==> src/rtl/seg_addr_pkg.sv <==
package seg_addr_pkg;
  localparam int SEG_W   = 16;
  localparam int OFF_W   = 16;
  localparam int SHIFT   = 4;
  localparam int PHYS_W  = SEG_W + SHIFT;
  localparam int NUM_SEG = 4;

  typedef enum logic [1:0] {
    SEG_EXTRA = 2'b00,
    SEG_CODE  = 2'b01,
    SEG_STACK = 2'b10,
    SEG_DATA  = 2'b11
  } seg_code_e;
endpackage

==> src/rtl/seg_select.sv <==
module seg_select
  import seg_addr_pkg::*;
#(
  parameter int W = SEG_W
) (
  input  logic                   base_ptr,
  input  logic                   ovr_valid,
  input  logic [1:0]             ovr_code,
  input  logic [NUM_SEG-1:0][W-1:0] seg_bank,
  output seg_code_e              code,
  output logic [W-1:0]           seg_val
);
  seg_code_e dflt;

  always_comb begin
    dflt = base_ptr ? SEG_STACK : SEG_DATA;
    code = ovr_valid ? seg_code_e'(ovr_code) : dflt;
    seg_val = seg_bank[code];
  end

  always_comb begin
    if (!ovr_valid) assert (code == SEG_STACK || code == SEG_DATA)
      else $error("a_r4_default_class");
  end
endmodule

==> src/rtl/phys_adder.sv <==
module phys_adder #(
  parameter int SW = 16,
  parameter int OW = 16,
  parameter int SH = 4
) (
  input  logic [SW-1:0]    seg_val,
  input  logic [OW-1:0]    offset,
  output logic [SW+SH-1:0] phys
);
  localparam int PW = SW + SH;
  logic [PW-1:0] base_ext;
  logic [PW-1:0] off_ext;

  always_comb begin
    base_ext = {seg_val, {SH{1'b0}}};
    off_ext  = PW'(offset);
    phys     = base_ext + off_ext;
  end
endmodule

==> src/rtl/io_port_former.sv <==
module io_port_former #(
  parameter int PW = 16,
  parameter int IW = 8
) (
  input  logic          indirect,
  input  logic [IW-1:0] imm,
  input  logic [PW-1:0] reg_val,
  output logic [PW-1:0] port
);
  localparam int PAD = PW - IW;

  always_comb begin
    port = indirect ? reg_val : {{PAD{1'b0}}, imm};
  end
endmodule

==> src/rtl/seg_addr_gen.sv <==
module seg_addr_gen
  import seg_addr_pkg::*;
#(
  parameter bit REG_OUT = 1'b1,
  parameter int PORT_W  = 16,
  parameter int IMM_W   = 8
) (
  input  logic                clk,
  input  logic                rst,
  input  logic [OFF_W-1:0]    mem_offset,
  input  logic                base_ptr,
  input  logic                ovr_valid,
  input  logic [1:0]          ovr_code,
  input  logic [SEG_W-1:0]    seg_es,
  input  logic [SEG_W-1:0]    seg_cs,
  input  logic [SEG_W-1:0]    seg_ss,
  input  logic [SEG_W-1:0]    seg_ds,
  input  logic                io_indirect,
  input  logic [IMM_W-1:0]    io_imm,
  input  logic [PORT_W-1:0]   io_reg,
  output logic [PHYS_W-1:0]   phys_addr,
  output logic [1:0]          seg_used,
  output logic [PORT_W-1:0]   io_port
);
  logic [NUM_SEG-1:0][SEG_W-1:0] bank;
  seg_code_e                     code_c;
  logic [SEG_W-1:0]              seg_c;
  logic [PHYS_W-1:0]             phys_c;
  logic [PORT_W-1:0]             port_c;

  assign bank[SEG_EXTRA] = seg_es;
  assign bank[SEG_CODE]  = seg_cs;
  assign bank[SEG_STACK] = seg_ss;
  assign bank[SEG_DATA]  = seg_ds;

  seg_select #(.W(SEG_W)) u_sel (
    .base_ptr (base_ptr),
    .ovr_valid(ovr_valid),
    .ovr_code (ovr_code),
    .seg_bank (bank),
    .code     (code_c),
    .seg_val  (seg_c)
  );

  phys_adder #(.SW(SEG_W), .OW(OFF_W), .SH(SHIFT)) u_add (
    .seg_val(seg_c),
    .offset (mem_offset),
    .phys   (phys_c)
  );

  io_port_former #(.PW(PORT_W), .IW(IMM_W)) u_io (
    .indirect(io_indirect),
    .imm     (io_imm),
    .reg_val (io_reg),
    .port    (port_c)
  );

  generate
    if (REG_OUT) begin : g_reg
      always_ff @(posedge clk) begin
        if (rst) begin
          phys_addr <= '0;
          seg_used  <= '0;
          io_port   <= '0;
        end else begin
          phys_addr <= phys_c;
          seg_used  <= code_c;
          io_port   <= port_c;
        end
      end


      a_r3_ptr_stack: assert property (@(posedge clk) disable iff (rst)
        (!ovr_valid && base_ptr) |=> (seg_used == 2'b10 &&
          phys_addr == PHYS_W'({$past(seg_ss), 4'h0} + PHYS_W'($past(mem_offset)))))
        else $error("a_r3_ptr_stack");

      a_r4_idx_data: assert property (@(posedge clk) disable iff (rst)
        (!ovr_valid && !base_ptr) |=> (seg_used == 2'b11 &&
          phys_addr == PHYS_W'({$past(seg_ds), 4'h0} + PHYS_W'($past(mem_offset)))))
        else $error("a_r4_idx_data");

      a_r5_override: assert property (@(posedge clk) disable iff (rst)
        ovr_valid |=> (seg_used == $past(ovr_code)))
        else $error("a_r5_override");

      a_r6_direct_port: assert property (@(posedge clk) disable iff (rst)
        !io_indirect |=> (io_port == PORT_W'($past(io_imm))))
        else $error("a_r6_direct_port");

      a_r7_indirect_port: assert property (@(posedge clk) disable iff (rst)
        io_indirect |=> (io_port == $past(io_reg)))
        else $error("a_r7_indirect_port");
    end else begin : g_comb
      assign phys_addr = phys_c;
      assign seg_used  = code_c;
      assign io_port   = port_c;
    end
  endgenerate
endmodule

==> config.mk <==
export PLATFORM = sky130hd
export DESIGN_NAME = seg_addr_gen
export DESIGN_NICKNAME = d
export VERILOG_FILES = /design/src/rtl/seg_addr_pkg.sv /design/src/rtl/seg_select.sv /design/src/rtl/phys_adder.sv /design/src/rtl/io_port_former.sv /design/src/rtl/seg_addr_gen.sv
export SDC_FILE = /design/constraint.sdc
export NUM_CORES = 1
export LEC_CHECK = 0
export BUFFER_PORTS_ARGS = -buffer_cell sky130_fd_sc_hd__buf_2
export CORE_MARGIN = 1.5
export CORE_UTILIZATION = 44
export DETAILED_ROUTE_END_ITERATION = 7
export GPL_TIMING_DRIVEN = 0
export PLACE_DENSITY = 0.85
export SYNTH_ARGS = -nofsm -noshare
export SYNTH_HDL_FRONTEND = slang
export SYNTH_SLANG_ARGS = --single-unit
==> constraint.sdc <==
create_clock -name clk -period 8.7 [get_ports clk]
set_clock_uncertainty 0.05 [all_clocks]
set_input_delay 0.87 -clock clk [delete_from_list [all_inputs] [get_ports clk]]
set_output_delay 0.87 -clock clk [all_outputs]
set_load 0.05 [all_outputs]
Yosys cells after proc, flatten, opt, wreduce, memory -nomap -nowiden
Cells that the tools add are included.
- add/subtract/negate cells: 1
- $lt $le $gt $ge: 1
- mux-type cells: 5
- bitwise gates (word level): 1
- reductions and logical operators: 1
- operators by type and width (cell ; count):
    $bmux 16 s2 ; 1
    $add 20x16->20 ; 1
    $mux 16 ; 1
    $mux 8 ; 1
    $lt 2x3->1 const B ; 1
    $mux 2 ; 1
    $reduce_or 2->1 ; 1
    $mux 1 ; 1
    $not 1->1 ; 1
- bits in registers: 38
- bits of input ports: 111
- output and inout port bits: 38
- logic and storage cells: 13

Depth between registers and ports, before layout
- depth after elaboration: 5
- depth in mapped cells: 12
- mapped depth without buffers: 11

Hierarchy
A second synthesis with hierarchy kept.
- cell total of the unflattened synthesis: 229
- area total of the unflattened synthesis: 2648.8 µm²
- by module, submodules not included (module ; times used ; cells an instance ; area an instance (µm²) ; sequential area each (µm²)):
    seg_addr_gen ; 1 ; 80 ; 1212.4 ; 760.7
    phys_adder ; 1 ; 108 ; 820.8 ; 0.0
    seg_select ; 1 ; 23 ; 445.4 ; 0.0
    io_port_former ; 1 ; 18 ; 170.2 ; 0.0

Worst setup path after synthesis
No wires, ideal clock.
- path type: input-to-reg
- from: input port base_ptr
- to: register phys_addr[19]
- library setup time: 0.121 ns
- arrival time: 3.651 ns
- data required time: 8.529 ns
- path slack: 4.877 ns
- stages on the path: 10
- buffers on the path: 2
- cell sequence: o21ai_4 -> buf_2 -> mux4_2 -> ha_1 -> clkbuf_2 -> nand4_1 -> a311oi_2 -> o2111ai_1 -> a211o_1 -> mux2_4
- word-level cells in the longest chain between the ends: 5
- RTL lines (item ; RTL line ; source):
    start, declared ; seg_addr_gen.sv:11 ; input logic base_ptr,
    $mux 1 ; seg_select.sv:16 ; dflt = base_ptr ? SEG_STACK : SEG_DATA;
    $mux 2 ; seg_select.sv:17 ; code = ovr_valid ? seg_code_e'(ovr_code) : dflt;
    $bmux 16 s2 ; seg_select.sv:18 ; seg_val = seg_bank[code];
    $mux 16 (not written as such) ; seg_select.sv:18 ;
    $add 20x16->20 ; phys_adder.sv:17 ; phys = base_ext + off_ext;
    end signal, assigned ; seg_addr_gen.sv:66 ; phys_addr <= phys_c;
    end, declared ; seg_addr_gen.sv:21 ; output logic [PHYS_W-1:0] phys_addr,
Every way passes these cells. The select of a mux whose other input is x is not followed.
A chain may end at the register's enable or synchronous reset.

Final worst setup path
- from: input port ovr_valid
- to: register phys_addr[18]
- word-level cells in the longest chain between the ends: 4
- RTL lines (item ; RTL line ; source):
    start, declared ; seg_addr_gen.sv:12 ; input logic ovr_valid,
    $mux 2 ; seg_select.sv:17 ;
    $bmux 16 s2 ; seg_select.sv:18 ;
    $mux 16 (not written as such) ; seg_select.sv:18 ;
    $add 20x16->20 ; phys_adder.sv:17 ;
Every way passes these cells. The select of a mux whose other input is x is not followed.

==> flow_metrics.tcl <==
set metrics [dict create \
    cp_cell_sequence "buf_2 -> o21ai_4 -> buf_2 -> mux4_2 -> ha_1 -> fa_1 -> a21o_1 -> a31oi_1 -> nor3_1 -> o31ai_2 -> or4_1 -> nand4_1" \
    hold_path_depth 2 \
    cp_num_buf_inv 2 \
    gr-max-usage-layer "met2" \
    core_mm2 0.00447 \
    maxCapViolations 0 \
    routedWlPerCell_um 13.3 \
    cts-hold-fix-buffers 0 \
    pin_count 149 \
    hold_viol_final 0 \
    hpwl_mm 4.49 \
    cp_max_fo 10 \
    critical_path.most_common_cell "buf_2" \
    port_buffers 147 \
    grt_pass1_wl_mm 8.45 \
    worstHoldStart "io_reg[13]" \
    status "finished, final reports clean" \
    cts_buffers 5 \
    fmax_mhz 244 \
    cts_tree "done" \
    ys.flop_type "dfxtp_1" \
    synth_cells 195 \
    rsz0062_at_grt "false" \
    die_x_um 72.0 \
    grt_overflow 0 \
    holdPathEnd "io_port[13]" \
    antenna_found_initial 0 \
    setup_viol 0 \
    cts_root_buffer "clkbuf_8" \
    drt-total-wl_mm 5.34 \
    tns_ns 0 \
    p_int_w 0.000356 \
    syn-num-nets 320 \
    synth_cell_types 43 \
    max_stage_delay_ns 0.59 \
    switching_share_pct 35.5 \
    synthTopCellsByArea "dfxtp_1, mux4_2, ha_1" \
    crit_type "in -> reg" \
    finalMaxSlewViolations 0 \
    postCtsSetupBuffers 0 \
    start_util_pct 46.8 \
    grt_max_degree 13 \
    pwr-share-comb_pct 39.1 \
    vias 2041 \
    yosysSeqAreaShare_pct 36.3 \
    clockPowerShare_pct 25.4 \
    leakagePower_nw 1.56 \
    synth_common_cells "dfxtp_1, nor2_1, ha_1, mux4_2, mux2i_1" \
    cts_max_path_buffers 2 \
    syn2layout_area_growth_pct 43.5 \
    die_h_um 72.0 \
    synth.most_common_cell "dfxtp_1" \
    crit_required_ns 8.82 \
    grt_use_met1_pct 23.5 \
    syn_area_mm2 0.00209 \
    synth_largest_area_cell "dfxtp_1" \
    post-route-period-util_pct 47.1 \
    first_pass_iters 4 \
    critical_path_cell_count 12 \
    cts.sinks 38 \
    grt_usage_pct 20.8 \
    worstPathArrival_ns 4.22 \
    drcViolationCount 0 \
    async_reset_ff_share_pct 0 \
    use_met2_pct 36.9 \
    dieArea_mm2 0.00518 \
    clk_pin_slew_ns 0.07 \
    critPathCaptureType "flop" \
    min_period_ns 4.10 \
    worst_slack_ns 4.60 \
    num_rows 24 \
    worst_pin_slew_ns 0.580 \
    path_delay_family "compound AO/OA/AOI/OAI gates" \
    ctsResizeCount 0 \
    pre_cts_ws_ns 4.32 \
    relSlewSlack_pct 61.3 \
    seqPwrFrac_pct 35.5 \
    cpMaxStageDelayCell "mux4_2" \
    synth_top_area_share_pct 36.3 \
    fin_nets 474 \
    p_per_area_mw_per_mm2 184 \
    first_global_vias 1948 \
    ir_worst_vdd_mv 0.116 \
    cp-start-kind "input pin" \
    use_met3_pct 3.89 \
    hp-class "in -> reg" \
    drive_above_1_share_pct 50.9 \
    gp_congestion 0.843 \
    drtIter0Drc 64 \
    ctsHtreeMaxLevel 2 \
    p_sw_w 0.000196 \
    syn_area_per_cell_um2 10.7 \
    vias_per_cell 5.08 \
    synth-seq-cells 38 \
    diodes 0 \
    synth_edf_count 0 \
    fillers 391 \
    detail-route-antenna-nets 0 \
    yosysWarnings 0 \
]
==> flip-flops by register name, summed over array words and instances, names as in the netlist <==
signal and cells:
phys_addr 20, io_port 16, seg_used 2
==> layer usage <==
metal  up-vias  routed length [um]
met5         -                   0
met3        12                 361
met4         0                 128
met2       102                2730
li1       1026                   -
met1       901                2120
==> area by class of cell <==
type	instances	area, um^2	area share, %
plain buffers	8	33.8	1.13
clock buffers	5	68.8	2.29
clock inverters	3	40.0	1.33
inverters	3	11.3	0.375
multi-input cells	146	1290	42.9
flip-flops and latches	38	761	25.3
well taps	52	65.1	2.17
repair buffers	147	736	24.5
==> metrics by stage <==
stage	power (W)	instance area (um^2)	hold WS, ns	std cells	utilization, %
finish	0.000553	3000	0.738	402	67.1
global route	0.000583	3000	0.728	402	67.1
CTS	0.000557	3000	0.731	402	67.1
detailed placement	0.000416	2890	1.03	394	64.7
global placement	0.000413	2890	1.02	394	64.7
floorplan	0.000357	2090	0.942	195	-
==> cells by family (layout without fill, tap and decap cells) <==
kind of cell / count (synthesis) / after routing / share of synthesized area (%)
compound gates: 31 / 31 / 10.6
xor+xnor: 8 / 8 / 3.35
fa+ha+maj: 14 / 14 / 8.73
buf+inv: 11 / 166 / 2.15
flops: 38 / 38 / 36.3
mux: 28 / 28 / 23.0
simple gates: 65 / 65 / 15.8
==> placed cells by master, fill, tap and decap left out, drive strengths merged, types with 6 or more instances in the layout <==
master and instances:
buf 151, dfxtp 38, nor2 23, mux4 15, ha 13, mux2i 11
nor2b 10, a21oi 10, clkbuf 9, and2 8, xor2 6, nand2 6
o21ai 6
==> how the worst max path moves through the flow <==
stage,from,to
final,ovr_valid,phys_addr[18]
after floorplan,base_ptr,phys_addr[19]
after CTS,ovr_valid,phys_addr[18]
after global placement,ovr_valid,phys_addr[16]
after detailed placement,ovr_valid,phys_addr[18]
after global routing,base_ptr,phys_addr[16]
==> power by group through the flow <==
stage	clock network [W]	registers, W	logic [W]
4_1_cts	0.000144	0.000196	0.000217
2_1_floorplan	0	0.000268	0.0000887
3_5_place_dp	0	0.000200	0.000216
6_report	0.000140	0.000196	0.000216
3_3_place_gp	0	0.000200	0.000213
5_1_grt	0.000151	0.000198	0.000233
(Power assumes the default switching activity.)
